### config.mk
export PLATFORM = sky130hd
export DESIGN_NAME = irqc_cmd_seq
export DESIGN_NICKNAME = d
export VERILOG_FILES = /design/src/rtl/irqc_pkg.sv /design/src/rtl/irqc_wr_decode.sv /design/src/rtl/irqc_init_seq.sv /design/src/rtl/irqc_svc_state.sv /design/src/rtl/irqc_op_regs.sv /design/src/rtl/irqc_cmd_seq.sv
export SDC_FILE = /design/constraint.sdc
export NUM_CORES = 1
export LEC_CHECK = 0
export BUFFER_PORTS_ARGS = -buffer_cell sky130_fd_sc_hd__buf_4
export CORE_MARGIN = 3
export CORE_UTILIZATION = 50
export CTS_BUF_LIST = sky130_fd_sc_hd__clkbuf_16
export DETAILED_ROUTE_END_ITERATION = 10
export PLACE_DENSITY = 0.77
export SYNTH_ARGS = -nofsm -noshare
export SYNTH_HDL_FRONTEND = slang
export SYNTH_HIERARCHICAL = 1
export SYNTH_SLANG_ARGS = --single-unit
### constraint.sdc
create_clock -name clk -period 3.6 [get_ports clk]
set_input_delay 0.9 -clock clk [delete_from_list [all_inputs] [get_ports clk]]
set_output_delay 0.9 -clock clk [all_outputs]
set_load 0.02 [all_outputs]
### src/rtl/irqc_pkg.sv
// Package: shared constants and types for the interrupt command sequencer.
// Assumes eight request lines and byte-wide bus data, fixed by the command encoding.
package irqc_pkg;
    localparam int LINES = 8;
    localparam int LW    = $clog2(LINES);
    localparam int DW    = 8;

    // Position within the initialisation word sequence.
    typedef enum logic [1:0] {
        STEP_IDLE = 2'd0,
        STEP_BASE = 2'd1,
        STEP_CASC = 2'd2,
        STEP_MODE = 2'd3
    } init_step_e;

    // Priority command codes carried in data[7:5].
    typedef enum logic [2:0] {
        PC_ROT_AE_OFF = 3'd0,
        PC_EOI_HI     = 3'd1,
        PC_NOP        = 3'd2,
        PC_EOI_LINE   = 3'd3,
        PC_ROT_AE_ON  = 3'd4,
        PC_EOI_HI_ROT = 3'd5,
        PC_SET_LOW    = 3'd6,
        PC_EOI_ROT    = 3'd7
    } pri_cmd_e;

    // One-hot classification of a bus write.
    typedef struct packed {
        logic init_start;
        logic op_cmd;
        logic pri_cmd;
        logic port1_wr;
    } wr_class_t;
endpackage

### src/rtl/irqc_wr_decode.sv
// Module: classifies a bus write by address and data bits 4:3.
// Assumes at most one write per cycle; purely combinational.
module irqc_wr_decode
    import irqc_pkg::*;
(
    input  logic          wr_en,
    input  logic          addr,
    input  logic [DW-1:0] wdata,
    output wr_class_t     cls
);
    // Decode the write into exactly one class (or none).
    always_comb begin
        cls            = '0;
        cls.init_start = wr_en && !addr && wdata[4];
        cls.op_cmd     = wr_en && !addr && !wdata[4] && wdata[3];
        cls.pri_cmd    = wr_en && !addr && !wdata[4] && !wdata[3];
        cls.port1_wr   = wr_en && addr;
    end
endmodule

### src/rtl/irqc_init_seq.sv
// Module: walks the multi-word initialisation sequence and holds the
// configuration it sets (vector base, nested flag, auto-end mode).
// Assumes address-1 writes reach it only through cls.port1_wr.
module irqc_init_seq
    import irqc_pkg::*;
(
    input  logic          clk,
    input  logic          rst_n,
    input  wr_class_t     cls,
    input  logic [DW-1:0] wdata,
    output logic          busy,
    output logic [DW-1:0] base,
    output logic          nested,
    output logic          auto_end
);
    localparam logic [DW-1:0] BASE_MASK = DW'(8'hF8);

    init_step_e step;
    logic       mode_follows;
    logic       single;

    // Sequence state and configuration registers.
    always_ff @(posedge clk) begin
        if (!rst_n) begin
            step         <= STEP_IDLE;
            mode_follows <= 1'b0;
            single       <= 1'b0;
            base         <= '0;
            nested       <= 1'b0;
            auto_end     <= 1'b0;
        end else if (cls.init_start) begin
            step         <= STEP_BASE;
            mode_follows <= wdata[0];
            single       <= wdata[1];
            base         <= '0;
            nested       <= 1'b0;
            auto_end     <= 1'b0;
        end else if (cls.port1_wr) begin
            unique case (step)
                STEP_BASE: begin
                    base <= wdata & BASE_MASK;
                    if (single) step <= mode_follows ? STEP_MODE : STEP_IDLE;
                    else        step <= STEP_CASC;
                end
                STEP_CASC: step <= mode_follows ? STEP_MODE : STEP_IDLE;
                STEP_MODE: begin
                    nested   <= wdata[4];
                    auto_end <= wdata[1];
                    step     <= STEP_IDLE;
                end
                default: ;
            endcase
        end
    end

    // Address-1 writes belong to the sequence while it is not idle.
    assign busy = (step != STEP_IDLE);
endmodule

### src/rtl/irqc_svc_state.sv
// Module: in-service register, rotation offset and rotate-on-auto-end flag.
// Applies acknowledges and priority commands; a restart of initialisation
// overrides both. Assumes ack and command rarely coincide; if they do, both
// in-service updates apply and the command's offset wins.
module irqc_svc_state
    import irqc_pkg::*;
(
    input  logic             clk,
    input  logic             rst_n,
    input  wr_class_t        cls,
    input  logic [DW-1:0]    wdata,
    input  logic             ack,
    input  logic [LW-1:0]    ack_line,
    input  logic             auto_end,
    output logic [LINES-1:0] insvc,
    output logic [LW-1:0]    offset,
    output logic             rot_ae
);
    logic             hi_valid;
    logic [LW-1:0]    hi_line;
    logic [LINES-1:0] insvc_n;
    logic [LW-1:0]    offset_n;
    logic             rot_ae_n;
    pri_cmd_e         cmd;
    logic [LW-1:0]    dline;

    assign cmd   = pri_cmd_e'(wdata[7:5]);
    assign dline = wdata[LW-1:0];

    // Highest-priority in-service line, counting up from the offset.
    always_comb begin
        hi_valid = 1'b0;
        hi_line  = '0;
        for (int p = LINES - 1; p >= 0; p--) begin
            logic [LW-1:0] ln;
            ln = offset + LW'(p);
            if (insvc[ln]) begin
                hi_valid = 1'b1;
                hi_line  = ln;
            end
        end
    end

    // Next-state for in-service bits, offset and rotate flag.
    always_comb begin
        insvc_n  = insvc;
        offset_n = offset;
        rot_ae_n = rot_ae;
        if (ack) begin
            if (!auto_end)   insvc_n[ack_line] = 1'b1;
            else if (rot_ae) offset_n = ack_line + LW'(1);
        end
        if (cls.pri_cmd) begin
            unique case (cmd)
                PC_ROT_AE_OFF: rot_ae_n = 1'b0;
                PC_ROT_AE_ON:  rot_ae_n = 1'b1;
                PC_EOI_HI, PC_EOI_HI_ROT: begin
                    if (hi_valid) begin
                        insvc_n[hi_line] = 1'b0;
                        if (cmd == PC_EOI_HI_ROT) offset_n = hi_line + LW'(1);
                    end
                end
                PC_EOI_LINE: insvc_n[dline] = 1'b0;
                PC_SET_LOW:  offset_n = dline + LW'(1);
                PC_EOI_ROT: begin
                    insvc_n[dline] = 1'b0;
                    offset_n       = dline + LW'(1);
                end
                default: ;
            endcase
        end
        if (cls.init_start) begin
            insvc_n  = '0;
            offset_n = '0;
            rot_ae_n = 1'b0;
        end
    end

    // State registers.
    always_ff @(posedge clk) begin
        if (!rst_n) begin
            insvc  <= '0;
            offset <= '0;
            rot_ae <= 1'b0;
        end else begin
            insvc  <= insvc_n;
            offset <= offset_n;
            rot_ae <= rot_ae_n;
        end
    end
endmodule

### src/rtl/irqc_op_regs.sv
// Module: mask, read select, special-mask flag and poll flag.
// Assumes mask loads only when the init sequence is idle.
module irqc_op_regs
    import irqc_pkg::*;
(
    input  logic             clk,
    input  logic             rst_n,
    input  wr_class_t        cls,
    input  logic [DW-1:0]    wdata,
    input  logic             init_busy,
    input  logic             rd_en,
    output logic [LINES-1:0] mask,
    output logic             rd_sel_svc,
    output logic             spec_mask,
    output logic             poll
);
    // Operation registers; a read clears poll unless the same cycle re-arms it.
    always_ff @(posedge clk) begin
        if (!rst_n) begin
            mask       <= '0;
            rd_sel_svc <= 1'b0;
            spec_mask  <= 1'b0;
            poll       <= 1'b0;
        end else if (cls.init_start) begin
            mask       <= '0;
            rd_sel_svc <= 1'b0;
            spec_mask  <= 1'b0;
            poll       <= 1'b0;
        end else begin
            if (rd_en) poll <= 1'b0;
            if (cls.port1_wr && !init_busy) mask <= wdata[LINES-1:0];
            if (cls.op_cmd) begin
                if (wdata[2]) poll       <= 1'b1;
                if (wdata[1]) rd_sel_svc <= wdata[0];
                if (wdata[6]) spec_mask  <= wdata[5];
            end
        end
    end
endmodule

### src/rtl/irqc_cmd_seq.sv
// Module: top of the command sequencer. Ties the decoder, init sequence,
// service state and operation registers together, and forms the read data,
// the acknowledge vector and the acknowledge pulse.
// Assumes the external resolver drives req_valid/req_line from the outputs.
module irqc_cmd_seq
    import irqc_pkg::*;
(
    input  logic             clk,
    input  logic             rst_n,
    input  logic             wr_en,
    input  logic             rd_en,
    input  logic             addr,
    input  logic [DW-1:0]    wdata,
    output logic [DW-1:0]    rdata,
    input  logic             inta,
    output logic [DW-1:0]    vector,
    input  logic [LINES-1:0] pend_i,
    input  logic             req_valid,
    input  logic [LW-1:0]    req_line,
    output logic [LINES-1:0] mask_o,
    output logic [LINES-1:0] insvc_o,
    output logic [LW-1:0]    rot_off_o,
    output logic             special_mask_o,
    output logic             nested_o,
    output logic             ack_o,
    output logic [LW-1:0]    ack_line_o
);
    localparam logic [LW-1:0] SPURIOUS_LINE = LW'(LINES - 1);

    wr_class_t     cls;
    logic          init_busy;
    logic [DW-1:0] base;
    logic          auto_end;
    logic          rot_ae;
    logic          rd_sel_svc;
    logic          poll;
    logic          ack;

    irqc_wr_decode u_dec (
        .wr_en (wr_en),
        .addr  (addr),
        .wdata (wdata),
        .cls   (cls)
    );

    irqc_init_seq u_init (
        .clk      (clk),
        .rst_n    (rst_n),
        .cls      (cls),
        .wdata    (wdata),
        .busy     (init_busy),
        .base     (base),
        .nested   (nested_o),
        .auto_end (auto_end)
    );

    irqc_svc_state u_svc (
        .clk      (clk),
        .rst_n    (rst_n),
        .cls      (cls),
        .wdata    (wdata),
        .ack      (ack),
        .ack_line (req_line),
        .auto_end (auto_end),
        .insvc    (insvc_o),
        .offset   (rot_off_o),
        .rot_ae   (rot_ae)
    );

    irqc_op_regs u_ops (
        .clk        (clk),
        .rst_n      (rst_n),
        .cls        (cls),
        .wdata      (wdata),
        .init_busy  (init_busy),
        .rd_en      (rd_en),
        .mask       (mask_o),
        .rd_sel_svc (rd_sel_svc),
        .spec_mask  (special_mask_o),
        .poll       (poll)
    );

    // Acknowledge comes from an inta pulse or a polled read with a winner.
    assign ack        = req_valid && (inta || (rd_en && poll));
    assign ack_o      = ack;
    assign ack_line_o = req_line;

    // Vector: aligned base with the winning or the spurious line in the low bits.
    assign vector = {base[DW-1:LW], req_valid ? req_line : SPURIOUS_LINE};

    // Read data: poll result first, then register select by address.
    always_comb begin
        if (poll)            rdata = req_valid ? {1'b1, {(DW-LW-1){1'b0}}, req_line} : '0;
        else if (addr)       rdata = mask_o;
        else if (rd_sel_svc) rdata = insvc_o;
        else                 rdata = pend_i;
    end
endmodule

==> metrics.txt, run 1 <==
final wirelength=roughly 8600 um; post-detailed-route via-to-cell ratio=about 6.3; Syn Inst Count=approximately 360; maximum ir drop on the vdd rail=between 0.2 and 0.25 mV; hold wc startpoint=u_ops/spec_mask; DRC violation count after routing=0; shortest period the worst path allows=between 3000 and 4000 ps; number of sinks on the clock net=34; Hold WC Path Type=flop to flop; worst setup path start=u_svc/offset[0]; final total negative setup slack=0 ps; final critical-path setup slack=between 150 and 200 ps; Mapped Area=3040 sq um; clk_skew=~2.7 ps; # port buffers=66; cell at the root of the clock tree=clkbuf_16; number of nets in the finished design=443; first-pass GRT wire length=14000 um; First-pass DRT Iterations=5; Worst Path Required=between 3000 and 4000 ps; kind of cell adding the most delay to the critical path=multiplexers; cell mode on critical path=ha_1; Synth Net Count=approximately 390; via count of the first global-routing pass=roughly 2700; worst-margin pin slew=around 530 ps; total routing resource utilization after global routing=0.237; CP peak stage delay=about 400 ps; count of buffering cells on the critical path with inverters included=1; endpoints failing hold=0; Reg2Reg Launch Point=u_svc/offset[0]; Vias=~3000; number of buffers on the longest clock path=2; post-layout instance count excluding filler cells=around 490; post-placement cell count=between 400 and 500; RSZ-0062 raised after global routing=no; Final GP Congestion=0.961; largest net degree at the start of global routing=22; Slew HR=0.649; placeable core area=around 5700 sq um; Crit Path Category=flop to flop; worst slack at placement=approximately 240 ps; crit path max-delay cell type=xor2_1; worst-skew pair later-pin latency=280 ps; clk slew on worst S/H paths=~50 ps; cell row count=27; arrival time of the worst setup path=3630 ps; result of the run=completed; antenna cell count=0; number of top-level pins=67; endpoint type of the worst setup path=flop; mean post-synth cell area=~8.6 sq um; fraction of final layout cells sized beyond drive strength 1=0.283; post-route ant nets=0; final number of max-transition violations=0; initial standard-cell utilization of the core=0.535; H-tree lvl count=2; PostCTS Resize Cnt=0; upper clock frequency limit=roughly 0.29 GHz; Final Cycle Share=0.958; die width=83.9 um; fill cell instance count of the final layout=505; max-capacitance violation count=0; total power per unit cell area=around 280 nW/um^2; per-cell routed wire length=~18 um; Area Overhead vs Synth=20.7%; number of CTS-inserted buffers=5; quantity of hold-fixing buffers added after cts=0; count of warnings emitted by yosys=6; initial antenna violation count=0; 1st-iter DRT viols=360; maximum net fanout on the critical path=21; Leak=between 1 and 1.5 nW; clock tree from TritonCTS=built; series of cell instances along the critical path=buf_4 -> ha_1 -> xor2_1 -> mux4_2 -> mux2i_1 -> a21oi_1 -> o21ai_1 -> mux2_4 -> ha_1 -> o22ai_1 -> a221oi_1; crit start category=flop; grt total ovfl=0; count of endpoints failing setup in the final report=0; height of the die=around 84 um; Post-DP HPWL=6190 um; total setup buffers inserted after CTS=0; die area=slightly above 7000 sq um
-- registers in the layout, indices dropped and copies added, names as in the netlist --
register and cells:
u_init/base 5, u_init/mode_follows 1, u_ops/mask 8, u_ops/rd_sel_svc 1
u_svc/rot_ae 1, u_init/auto_end 1, u_init/single 1, u_init/nested 1
u_svc/insvc 8, u_svc/offset 3, u_ops/spec_mask 1, u_ops/poll 1
u_init/step 2
-- area by class of cell --
type                            instances  area, sq um  area share
Timing Repair Buffer                   72          541       0.147
Clock buffer                            5          125      0.0341
Tap cell                               72         90.1      0.0246
Clock inverter                          3         16.3     0.00444
Multi-Input combinational cell        288         2170       0.592
Sequential cell                        34          681       0.186
Inverter                               11         41.3      0.0113
-- placed cells by master, fill, tap and decap left out, types with 3 or more instances in the layout --
cell type,count
buf_4,72
mux2i_1,37
nand2_1,34
dfxtp_1,34
nor2_1,28
a21oi_1,22
o21ai_0,18
nand3_1,16
nor2b_1,12
nand2b_1,9
inv_1,9
mux4_2,9
nand3b_1,6
mux2_4,5
o21ai_1,5
clkbuf_16,5
a31oi_1,5
nor3_1,5
o221ai_1,5
nor3b_1,5
ha_1,5
and2_1,4
xnor2_1,3
mux2_2,3
or3_1,3
o211ai_1,3
o22ai_1,3
-- per-layer routing --
layer / wire length [um] / up-vias / track usage / share of wire
li1: - / 1422 / - / -
met1: 3770 / 1448 / 0.336 / 0.44
met2: 3980 / 163 / 0.383 / 0.46
met3: 794 / 7 / 0.0444 / 0.092
met4: 44 / 0 / 0.0365 / 0.0051
met5: 0 / - / 0 / 0
-- per-stage QoR --
step | utilization | power [mW] | hold WS [ps] | cell area [sq um]
final | 0.646 | 1.03 | 463 | 3670
after global routing | 0.646 | 1.07 | 493 | 3670
after CTS | 0.646 | 1.03 | 460 | 3670
after detailed placement | 0.621 | 0.621 | 452 | 3520
after global placement | 0.621 | 0.617 | 446 | 3520
after floorplan | - | 0.536 | 437 | 3040
-- worst paths after layout --
kind	cells after the start	to	slack, ps
worst min register to register	2	u_ops/spec_mask	460
worst max-delay path	11	u_svc/offset[1]	150
worst max register to register	11	u_svc/offset[1]	150
worst min-delay path	2	u_ops/spec_mask	460
-- worst reg2reg max path, stage by stage, from the launching register on --
cell,delay (ps)
dfxtp_1,320
buf_4,280
ha_1,350
xor2_1,400
mux4_2,370
mux2i_1,300
a21oi_1,130
o21ai_1,200
mux2_4,390
ha_1,300
o22ai_1,90
a221oi_1,230
-- report_power, final --
group / total, mW / internal (mW) / leakage [nW] / switching [mW]
clock network: 0.410 / 0.252 / 0.0672 / 0.157
logic: 0.219 / 0.0960 / 1.14 / 0.123
registers: 0.397 / 0.385 / 0.275 / 0.0120
Power figures use the tool's default switching activity.
==> run 2, diff against run 1 <==
- CORE_UTILIZATION: 50 -> 51
- CTS_BUF_LIST: sky130_fd_sc_hd__clkbuf_16 -> sky130_fd_sc_hd__clkbuf_8
- PLACE_DENSITY: 0.77 -> 0.79
- SKIP_CTS_REPAIR_TIMING: default -> 1
==> metrics.txt, run 2 (synthesis gave the netlist of run 1 again) <==
1st-iter DRT viols=359 (-0.28%); upper clock frequency limit=0.302 GHz (+4.0%); Final GP Congestion=0.937 (-2.5%); die width=83.2 um (-0.91%); number of buffers on the longest clock path=2 (unchanged); crit start category=flop; total power per unit cell area=244 nW/um^2 (-13%); RSZ-0062 raised after global routing=no; maximum ir drop on the vdd rail=0.228 mV (-4.7%); largest net degree at the start of global routing=22 (unchanged); cell at the root of the clock tree=clkbuf_8; number of CTS-inserted buffers=5 (unchanged); final wirelength=8510 um (-0.94%); series of cell instances along the critical path=buf_4 -> ha_1 -> xor2_2 -> mux4_2 -> mux2i_1 -> a21oi_1 -> o21ai_1 -> mux2_4 -> ha_1 -> o22ai_1 -> a221oi_1; count of buffering cells on the critical path with inverters included=1 (unchanged); height of the die=83.2 um (-0.91%); worst-margin pin slew=522 ps (-4.33 ps); max-capacitance violation count=0 (unchanged); Post-DP HPWL=6250 um (+0.92%); initial antenna violation count=0 (unchanged); Slew HR=0.652 (+0.00289); cell mode on critical path=ha_1; Leak=1.46 nW (-1.7%); Area Overhead vs Synth=19.0%; post-detailed-route via-to-cell ratio=6.31 (+0.71%); DRC violation count after routing=0 (unchanged); arrival time of the worst setup path=3490 ps (-140 ps); kind of cell adding the most delay to the critical path=multiplexers; H-tree lvl count=2 (unchanged); initial standard-cell utilization of the core=0.538 (+0.00320); post-layout instance count excluding filler cells=483 (-0.41%); worst-skew pair later-pin latency=270 ps (about the same); total routing resource utilization after global routing=0.245 (+0.00750); Final Cycle Share=0.921 (-0.0373); result of the run=completed; fraction of final layout cells sized beyond drive strength 1=0.285 (+0.00138); post-route ant nets=0 (unchanged); biggest registers after layout=u_ops/mask x8, u_svc/insvc x8, u_init/base x5; leading cell types in the layout, fill and taps excluded=72 x buf_4, 37 x mux2i_1, 34 x nand2_1, 34 x dfxtp_1, 28 x nor2_1; first-pass GRT wire length=14400 um (+3.1%); final number of max-transition violations=0 (unchanged); final total negative setup slack=0 ps (unchanged); number of sinks on the clock net=34 (unchanged); endpoints failing hold=0 (unchanged); post-placement cell count=477 (unchanged); Crit Path Category=flop to flop; maximum net fanout on the critical path=21 (unchanged); First-pass DRT Iterations=5 (unchanged); Hold WC Path Type=flop to flop; fill cell instance count of the final layout=482 (-4.6%); per-cell routed wire length=17.6 um (-0.53%); # port buffers=66 (unchanged); CP peak stage delay=380 ps (-20 ps); cell row count=27 (unchanged); endpoint type of the worst setup path=flop; count of endpoints failing setup in the final report=0 (unchanged); clk slew on worst S/H paths=60 ps (about the same); Vias=3049 (+0.30%); clock tree from TritonCTS=built; placeable core area=5640 sq um (-0.60%); antenna cell count=0 (unchanged); final-layout worst hold slack=470 ps (+7.31 ps); number of top-level pins=67 (unchanged); via count of the first global-routing pass=2857 (+4.1%); most common library cell in the layout ignoring fill and taps=buf_4; crit path max-delay cell type=mux2_4; Worst Path Required=3780 ps (about the same); shortest period the worst path allows=3320 ps (-134 ps); number of nets in the finished design=443 (unchanged); die area=6920 sq um (-1.8%); grt total ovfl=0 (unchanged); clk_skew=3.72 ps (+0.993 ps)
[run 2: cell count changes in the layout (fill, tap and decap cells not counted)]
| cell | change |
|---|---|
| clkbuf_16 | -5 |
| clkinvlp_4 | -1 |
| clkbuf_8 | +6 |
| xor2_2 | +1 |
| xor2_1 | -1 |
| clkinv_1 | -1 |
| clkinv_2 | -1 |
[run 2: final timing paths]
path / start / to / slack (ps) / cells after the start
min reg2reg: u_svc/rot_ae / u_svc/rot_ae / 470 / 2
min: u_svc/rot_ae / u_svc/rot_ae / 470 / 2
max reg2reg: u_svc/offset[0] / u_svc/offset[1] / 280 / 11
max: u_svc/offset[0] / u_svc/offset[1] / 280 / 11
[run 2: cell type report]
cell class	count	area (sq um)	area share
multi-input combinational	288	2180	0.603
inverter	11	41.3	0.0114
sequential	34	681	0.188
timing repair buffer	72	541	0.150
tap	72	90.1	0.0249
clock buffer	6	82.6	0.0228
[run 2: where the power goes]
part,switching (mW),internal (mW),total (mW)
Sequential,0.0126,0.385,0.397
Combinational,0.121,0.0960,0.217
Clock,0.122,0.147,0.269
[run 2: per-stage QoR]
step	util	total power, mW	worst slack [ps]	cell area (sq um)
after detailed placement	0.625	0.620	219	3520
after CTS	0.639	0.887	196	3610
final	0.641	0.884	285	3610
after global placement	0.625	0.615	291	3520
after floorplan	-	0.536	122	3040
after global routing	0.641	0.923	14.9	3610
[run 2: worst reg2reg max path, cell delays in order (launching register included)]
cell and delay [ps]:
dfxtp_1 330, buf_4 290, ha_1 370, xor2_2 280
mux4_2 340, mux2i_1 300, a21oi_1 130, o21ai_1 180
mux2_4 380, ha_1 290, o22ai_1 80, a221oi_1 230
[run 2: layer usage]
layer | routed length (um) | vias to the layer above | GRT usage | share of wire
li1 | - | 1417 | - | -
met1 | 3740 | 1460 | 0.348 | 0.44
met2 | 3960 | 168 | 0.388 | 0.47
met3 | 780 | 4 | 0.0437 | 0.092
met4 | 31 | 0 | 0.0505 | 0.0036
met5 | 0 | - | 0 | 0
==> run 3, diff against run 2 <==
- CORE_MARGIN: 3 -> 2
- CTS_CLUSTER_SIZE: default -> 14
==> metrics.txt, run 3 (synthesis gave the netlist of run 1 again) <==
First-pass DRT Iterations=5 (unchanged); total cell area at the placement stage=3520 sq um (-0.11%); Post-DP HPWL=6220 um (-0.53%); clock tree from TritonCTS=built; net switching share of the total power=0.283 (-0.00631); per-cell routed wire length=17.9 um (+1.4%); H-tree lvl count=2 (unchanged); die width=81.2 um (-2.4%); logic depth of the worst setup path including buffers=11 (unchanged); worst-margin pin slew=578 ps (+56.1 ps); post-detailed-route via-to-cell ratio=6.28 (-0.52%); height of the die=81.2 um (-2.4%); biggest registers after layout=u_ops/mask x8, u_svc/insvc x8, u_init/base x5; Area Overhead vs Synth=20.1%; maximum ir drop on the vdd rail=0.225 mV (-1.0%); largest net degree at the start of global routing=22 (unchanged); initial standard-cell utilization of the core=0.519 (-0.0192); Leak=1.46 nW (+0.35%); worst setup path start=u_svc/offset[0]; Final GP Congestion=0.973 (+3.8%); endpoint type of the worst setup path=flop; fill cell instance count of the final layout=531 (+10%); Slew HR=0.614 (-0.0377); RSZ-0062 raised after global routing=no; number of top-level pins=67 (unchanged); switching pwr=0.277 mW (+8.3%); final wirelength=8690 um (+2.0%); clk slew on worst S/H paths=70 ps (about the same); Crit Path Category=flop to flop; DRC violation count after routing=0 (unchanged); most common library cell in the layout ignoring fill and taps=buf_4; kind of cell adding the most delay to the critical path=multiplexers; final total negative setup slack=0 ps (unchanged); via count of the first global-routing pass=2788 (-2.4%); count of buffering cells on the critical path with inverters included=1 (unchanged); capturing element of the worst setup path=u_svc/offset[1]; combined area of the multi-input logic cells=2180 sq um (+0.23%); final critical-path setup slack=265 ps (-19.3 ps); cell row count=28 (+3.7%); total routing resource utilization after global routing=0.269 (+0.0245); crit start category=flop; arrival time of the worst setup path=3530 ps (+40 ps); die area=6590 sq um (-4.8%); worst slack at placement=110 ps (-109 ps); count of endpoints failing setup in the final report=0 (unchanged); initial antenna violation count=0 (unchanged); internal power component=0.701 mW (+12%); number of buffers on the longest clock path=2 (unchanged); Final Cycle Share=0.926 (+0.00535); cell at the root of the clock tree=clkbuf_8; first-pass GRT wire length=13800 um (-4.1%); # port buffers=66 (unchanged); worst flop-to-flop path endpoint=u_svc/offset[1]; 1st-iter DRT viols=484 (+35%); shortest period the worst path allows=3330 ps (+19.3 ps); Vias=3052 (+0.098%); Worst Path Required=3800 ps (+20 ps); number of CTS-inserted buffers=5 (unchanged); max-capacitance violation count=0 (unchanged); Reg2Reg Launch Point=u_svc/offset[0]; endpoints failing hold=0 (unchanged); upper clock frequency limit=0.300 GHz (-0.58%); Seq pwr share=0.407 (-0.043); maximum net fanout on the critical path=21 (unchanged); Hold WC Path Type=flop to flop; grt total ovfl=0 (unchanged); total power per unit cell area=268 nW/um^2 (+9.7%); clock group share of total power=0.372 (+0.067); placeable core area=5850 sq um (+3.7%); CP peak stage delay=390 ps (about the same); leading cell types in the layout, fill and taps excluded=71 x buf_4, 37 x mux2i_1, 34 x nand2_1, 34 x dfxtp_1, 28 x nor2_1; hold wc startpoint=u_ops/spec_mask; clk_skew=1.66 ps (-2.07 ps); series of cell instances along the critical path=buf_4 -> ha_2 -> xor2_2 -> mux4_2 -> mux2i_1 -> a21oi_1 -> o21ai_1 -> mux2_4 -> ha_1 -> o22ai_1 -> a221oi_1; Design Area, Final=3650 sq um (+0.87%); worst-skew pair later-pin latency=290 ps (+20 ps); number of sinks on the clock net=34 (unchanged); result of the run=completed; number of nets in the finished design=442 (-0.23%); worst setup slack for register-to-register paths=270 ps (-20 ps); final-layout worst hold slack=465 ps (-5.19 ps); fraction of power consumed by combinational cells=0.221 (-0.025); fraction of final layout cells sized beyond drive strength 1=0.290 (+0.00487); logic depth of the worst register-to-register path=11 (unchanged); Post-Route Utilization=0.623 (-0.0175); crit path max-delay cell type=mux2_4; antenna cell count=0 (unchanged); post-route ant nets=0 (unchanged); final number of max-transition violations=0 (unchanged); flip-flop and latch area=681 sq um (unchanged)
==> run 3: cell count changes in the layout (fill, tap and decap cells not counted), sizes merged <==
cell / change
buf: -1
bufinv: +1
==> run 3: cell type report <==
type                    instances  area share
clock buffers                   6      0.0226
clock inverters                 1     0.00824
inverters                      11      0.0113
multi-input cells             288       0.599
flip-flops and latches         34       0.187
well taps                      75      0.0257
repair buffers                 71       0.146
==> run 3: worst min-delay path, delay by kind of cell (launching register included) <==
kind	cells	cell delay [ps]
flip-flops	1	310
AND/OR/NAND/NOR	1	50
AO/OA/AOI/OAI	1	50
==> run 3: worst min path at each step <==
stage	to	slack (ps)	cells past startpoint
2_1_floorplan	u_svc/rot_ae	440	2
3_3_place_gp	u_ops/spec_mask	450	2
3_5_place_dp	u_ops/spec_mask	460	2
4_1_cts	u_ops/spec_mask	470	2
5_1_grt	u_ops/spec_mask	490	2
6_report	u_ops/spec_mask	460	2
==> run 3: layer usage <==
metal,track usage,share of wire,vias to the layer above
met5,0,0,-
met4,0.0881,0.015,0
met3,0.0478,0.093,16
met2,0.435,0.47,185
met1,0.364,0.42,1432
li1,-,-,1419
==> run 3: per-stage QoR <==
stage	instances	total power [mW]
floorplan	355	0.536
global placement	479	0.614
detailed placement	479	0.618
CTS	486	0.980
global route	486	1.01
finish	486	0.978
==> run 3: power by group through the flow <==
stage	Clock (mW)	Combinational, mW	Sequential (mW)
final	0.364	0.216	0.398
after floorplan	0	0.127	0.409
after detailed placement	0	0.212	0.406
after global routing	0.384	0.232	0.398
after global placement	0	0.209	0.405
after CTS	0.369	0.214	0.397
